`src/rtl/sha1_sched_pkg.sv`:
```
package sha1_sched_pkg;

   localparam int LANES = 4;

   typedef enum logic [1:0] {
      OP_NONE = 2'b00,
      OP_MIX  = 2'b01,
      OP_FIN  = 2'b10,
      OP_RSV  = 2'b11
   } sched_op_e;

endpackage

```
`src/rtl/sha1_sched_mix.sv`:
```
module sha1_sched_mix #(
   parameter int WORD_W = 32,
   localparam int VEC_W = sha1_sched_pkg::LANES * WORD_W
) (
   input  logic [VEC_W-1:0] src_a,
   input  logic [VEC_W-1:0] src_b,
   output logic [VEC_W-1:0] mix_o
);
   import sha1_sched_pkg::*;

   localparam int EXT_N = LANES + 2;

   logic [WORD_W-1:0] ext [EXT_N];
   logic              unused_b_low;

   assign unused_b_low = ^src_b[VEC_W/2-1:0];

   generate
      for (genvar g = 0; g < LANES; g++) begin : g_a
         assign ext[g] = src_a[VEC_W-1-g*WORD_W -: WORD_W];
      end
      for (genvar g = 0; g < 2; g++) begin : g_b
         assign ext[LANES+g] = src_b[VEC_W-1-g*WORD_W -: WORD_W];
      end
      for (genvar g = 0; g < LANES; g++) begin : g_out
         assign mix_o[VEC_W-1-g*WORD_W -: WORD_W] = ext[g+2] ^ ext[g];
      end
   endgenerate

endmodule

```
`src/rtl/sha1_sched_fin.sv`:
```
module sha1_sched_fin #(
   parameter int WORD_W = 32,
   localparam int VEC_W = sha1_sched_pkg::LANES * WORD_W
) (
   input  logic [VEC_W-1:0] part_i,
   input  logic [VEC_W-1:0] recent_i,
   output logic [VEC_W-1:0] fin_o
);
   import sha1_sched_pkg::*;

   logic [WORD_W-1:0] pre  [LANES];
   logic [WORD_W-1:0] word [LANES];
   logic              unused_recent_top;

   assign unused_recent_top = ^recent_i[VEC_W-1 -: WORD_W];

   generate
      for (genvar g = 0; g < LANES; g++) begin : g_lane
         if (g < LANES - 1) begin : g_direct
            assign pre[g] = part_i[VEC_W-1-g*WORD_W -: WORD_W]
                          ^ recent_i[VEC_W-1-(g+1)*WORD_W -: WORD_W];
         end else begin : g_chain
            // last lane consumes the word produced in lane zero
            assign pre[g] = part_i[VEC_W-1-g*WORD_W -: WORD_W] ^ word[0];
         end
         assign word[g] = {pre[g][WORD_W-2:0], pre[g][WORD_W-1]};
         assign fin_o[VEC_W-1-g*WORD_W -: WORD_W] = word[g];
      end
   endgenerate

endmodule

```
`src/rtl/sha1_sched_hold.sv`:
```
module sha1_sched_hold #(
   parameter int DATA_W = 128
) (
   input  logic              clk,
   input  logic              rst_n,
   input  logic              in_valid,
   output logic              in_ready,
   input  logic [DATA_W-1:0] in_data,
   input  logic              in_err,
   output logic              out_valid,
   input  logic              out_ready,
   output logic [DATA_W-1:0] out_data,
   output logic              out_err
);
   logic load;

   assign in_ready = !out_valid || out_ready;
   assign load     = in_valid && in_ready;

   always_ff @(posedge clk or negedge rst_n) begin
      if (!rst_n) begin
         out_valid <= 1'b0;
         out_data  <= '0;
         out_err   <= 1'b0;
      end else begin
         if (load) begin
            out_valid <= 1'b1;
            out_data  <= in_data;
            out_err   <= in_err;
         end else if (out_ready) begin
            out_valid <= 1'b0;
         end
      end
   end

endmodule

```
`src/rtl/sha1_sched_unit.sv`:
```
module sha1_sched_unit #(
   parameter int WORD_W = 32,
   localparam int VEC_W = sha1_sched_pkg::LANES * WORD_W
) (
   input  logic             clk,
   input  logic             rst_n,
   input  logic             op_valid,
   output logic             op_ready,
   input  logic [1:0]       op_code,
   input  logic [VEC_W-1:0] op_a,
   input  logic [VEC_W-1:0] op_b,
   output logic             res_valid,
   input  logic             res_ready,
   output logic [VEC_W-1:0] res_data,
   output logic             res_err
);
   import sha1_sched_pkg::*;

   generate
      if (WORD_W < 2) begin : g_bad_width
         $error("sha1_sched_unit: WORD_W must be at least 2");
      end
      if (LANES != 4) begin : g_bad_lanes
         $error("sha1_sched_unit: lane ordering assumes four lanes");
      end
   endgenerate

   logic [VEC_W-1:0] mix_res;
   logic [VEC_W-1:0] fin_res;
   logic [VEC_W-1:0] sel_res;
   logic             sel_err;

   sha1_sched_mix #(.WORD_W(WORD_W)) u_mix (
      .src_a (op_a),
      .src_b (op_b),
      .mix_o (mix_res)
   );

   sha1_sched_fin #(.WORD_W(WORD_W)) u_fin (
      .part_i   (op_a),
      .recent_i (op_b),
      .fin_o    (fin_res)
   );

   always_comb begin
      sel_res = '0;
      sel_err = 1'b1;
      case (sched_op_e'(op_code))
         OP_MIX: begin
            sel_res = mix_res;
            sel_err = 1'b0;
         end
         OP_FIN: begin
            sel_res = fin_res;
            sel_err = 1'b0;
         end
         default: begin
            sel_res = '0;
            sel_err = 1'b1;
         end
      endcase
   end

   sha1_sched_hold #(.DATA_W(VEC_W)) u_hold (
      .clk       (clk),
      .rst_n     (rst_n),
      .in_valid  (op_valid),
      .in_ready  (op_ready),
      .in_data   (sel_res),
      .in_err    (sel_err),
      .out_valid (res_valid),
      .out_ready (res_ready),
      .out_data  (res_data),
      .out_err   (res_err)
   );

endmodule

```
`config.mk`:
```
export PLATFORM = sky130hd
export DESIGN_NAME = sha1_sched_unit
export DESIGN_NICKNAME = d
export VERILOG_FILES = /design/src/rtl/sha1_sched_pkg.sv /design/src/rtl/sha1_sched_mix.sv /design/src/rtl/sha1_sched_fin.sv /design/src/rtl/sha1_sched_hold.sv /design/src/rtl/sha1_sched_unit.sv
export SDC_FILE = /design/constraint.sdc
export NUM_CORES = 1
export LEC_CHECK = 0
export ABC_AREA = 1
export BUFFER_PORTS_ARGS = -buffer_cell sky130_fd_sc_hd__clkbuf_2
export CAP_MARGIN = 30
export CORE_ASPECT_RATIO = 2
export CORE_UTILIZATION = 35
export DETAILED_ROUTE_END_ITERATION = 7
export GPL_TIMING_DRIVEN = 0
export SLEW_MARGIN = 20
export SYNTH_ARGS = -nofsm -noshare
export SYNTH_HDL_FRONTEND = slang
export SYNTH_SLANG_ARGS = --single-unit
```
`constraint.sdc`:
```
create_clock -name clk -period 1.3 [get_ports clk]
set_clock_uncertainty 0.1 [all_clocks]
set_input_delay 0.39 -clock clk [delete_from_list [all_inputs] [get_ports clk]]
set_output_delay 0.39 -clock clk [all_outputs]
set_load 0.02 [all_outputs]
```
==> metrics.md <==
| Metric | Value |
|---|---|
| Outcome | complete, but fails checks |
| Failing checks | negative hold slack, negative setup slack |
| Crit start category | flop |
| Drc violations | 0 |
| Largest net degree at the start of global routing | 68 |
| Clock sinks | 130 |
| Average routed wire per standard cell | 16.3 µm |
| Pre-antenna DRT Iters | 8 |
| Flops & latches, synth | 130 |
| Mapped Nets | 1916 |
| CORE AREA | 0.0274 mm² |
| Period utilisation layout | 124% |
| Cell Rows | 86 |
| Seq/Total Area, Yosys | 33.4% |
| Max-slew violations | 0 |
| Vias in the first global route | 11900 |
| Sw Pwr | 0.00522 W |
| Final nets | 2430 |
| Xor/xnor cell area share of the yosys netlist | 0% |
| Clock transition at path regs | 0.06 ns |
| Crit path max fanout | 2 |
| Setup crit end kind | primary output |
| Mux cell area share after synthesis | 0% |
| Layout Area Growth over Synthesis | 61.0% |
| Most frequent cells in the layout | nand2_1, clkbuf_2, nand3_1, dfrtp_1, inv_1 |
| Crit path capture | op_ready |
| RR Endpoint | u_hold.out_data[87] |
| FMAX | 623 MHz |
| Mean area per synthesized cell | 5.90 µm² |
| Finished Core Util | 57.2% |
| Synth area leaders | nand2_1, dfrtp_1, nand3_1, or2_2, inv_1 |
| CP peak stage delay | 0.43 ns |
| Critical Path Source | u_hold.out_valid |
| Synth Area in Simple Gates | 55.0% |
| Die area | 0.0286 mm² |
| Setup TNS | -53.01 ns |
| I/O pin cnt | 393 |
| Area leader, netlist | nand2_1 |
| Internal power | 0.0101 W |
| Final Hold Viols | 63 |
| Combinational Power Share | 35.5% |
| Sw frac | 34.0% |
| Pwr/cell area | 978 mW/mm² |
| Synthesized instance count | 1652 |
| Starting density of the core | 35.5% |
| Synthesized cell area | 0.00975 mm² |
| GR Overflow Total | 0 |
| TritonCTS clock tree | yes |
| CP max-delay cell | dfrtp_2 |
| CTS buffer count | 17 |
| Drt initial violations | 657 |
| Via density | 4.93 |
| Clock latency on the worst-skew pair | 0.45 ns |
| Distinct cells, synth | 17 |
| Crit path time final | 1.61 ns |
| Root buffer cell | clkbuf_16 |
| HP Class | in -> async |
| Layout cells sized above 1 | 37.0% |
| Final Power | 0.0154 W |
| RePlAce Congestion | 0.881 |
| Reg2reg setup slack | -0.29 ns |
| Total Wirelength | 41400 µm |
| Dpl hpwl | 30800 µm |
| Fin Hold WS | -0.157 ns |
| Arr. time, crit path | 1.12 ns |
| Area share of the largest cell type after synthesis | 33.9% |
| Initial antenna violation count | 1 |
| Max H-tree Level | 4 |
| Final ANT Viol Nets | 0 |
| Die Wd | 120 µm |
| WP data required | 0.81 ns |
| Die Y-Extent | 238 µm |
| First-pass GRT wire length | 61400 µm |
| Peak VDD IR | 0.911 mV |
| Fraction of the mapped netlist area in adder cells | 0.257% |
| Most common cell after layout, fill and taps aside | nand2_1 |
| IO Port Bufs | 392 |
| Reg2reg start | u_hold.out_valid |
| Largest family of logic cells by synthesized area | simple AND/OR/NAND/NOR gates |
| Part of the power in the clock network | 33.3% |
| Kind of critical path | reg -> out |
| Worst r2r path cells | 10 |
| Synth Area in Compound Gates | 3.34% |
| Power share of the sequential group | 31.2% |
| Crit path cell chain | nand2_4, clkbuf_8 |
| RSZ-0062 raised after global routing | true |
| Clk buf depth | 2 |
| Via count | 12500 |
| Worst relative slew slack | 60.4% |
| Yosys Warn Count | 0 |
| Number of max-cap violations | 0 |
| Leak | 9.13 nW |
| GRT Overall Usage | 28.3% |
| Slew @ Worst Pin | 0.594 ns |
| Setup violators final | 260 |
| Fin worst setup slack | -0.306 ns |
[Yosys cell counts, drive strengths merged]
cell type  count
clkbuf         1
or2           81
buf           55
a21oi          1
nand3        256
nand2        882
dfrtp        130
o21ai         64
ha             2
inv          114
nor2          66
[sequential cells by signal, indices dropped and copies added (netlist names)]
register	cells
u_hold.out_err	1
u_hold.out_data	128
u_hold.out_valid	1
[power by group through the flow]
stage	sequential, W	combinational [W]	clock, W
floorplan	0.00526	0.00158	0
global placement	0.00476	0.00380	0
detailed placement	0.00477	0.00386	0
CTS	0.00473	0.00479	0.00520
global route	0.00483	0.00588	0.00535
finish	0.00479	0.00545	0.00512
[layer usage]
layer	GRT usage, %	routed length, µm	share of wire (%)
met2	55.1	22900	55
met1	27.6	14300	35
met4	14.4	2040	4.9
met5	0	0	0
met3	5.40	2120	5.1
[what timing repair did]
item,in CTS,in global routing
hold endpoints to repair,63,63
pin swaps,24,55
endpoints found under the setup margin,252,261
gates cloned,10,5
buffers inserted,56,41
gates resized for setup,231,358
[worst max-delay path: cells and delay by family, from the launching register on]
kind	cells	cell delay (ns)
flip-flops	1	0.43
AND/OR/NAND/NOR	1	0.09
buffers and inverters	1	0.14
[per-stage QoR]
step                worst slack, ns  instance area [µm²]  instances
floorplan                   -0.0286                 9850       1652
global placement              -2.92                12200       2396
detailed placement           -0.541                12300       2397
CTS                          -0.322                14500       2492
global route                 -0.355                15700       2532
finish                       -0.306                15700       2532
[worst min path at each step]
stage                          endpoint  depth (start not counted)
floorplan            u_hold.out_data[0]                          0
global placement    u_hold.out_data[29]                          2
detailed placement  u_hold.out_data[17]                          1
CTS                 u_hold.out_data[81]                          1
global route        u_hold.out_data[81]                          1
finish              u_hold.out_data[81]                          1
[kinds of logic (layout without fill, tap and decap cells)]
logic type / count (synthesis) / in the layout
compound gates: 65 / 65
buf+inv: 170 / 697
simple gates: 1285 / 1285
other cells: 0 / 1
fa+ha+maj: 2 / 2
flops: 130 / 130
[final cells by class]
type | instances | area (µm²)
Antenna cell | 1 | 2.50
Buffer | 52 | 552
Clock buffer | 19 | 453
Clock inverter | 13 | 160
Fill cell | 2684 | 11700
Inverter | 114 | 428
Multi-Input combinational cell | 1352 | 6270
Sequential cell | 130 | 3250
Tap cell | 352 | 440
Timing Repair Buffer | 499 | 4150
Power figures use the tool's default switching activity.
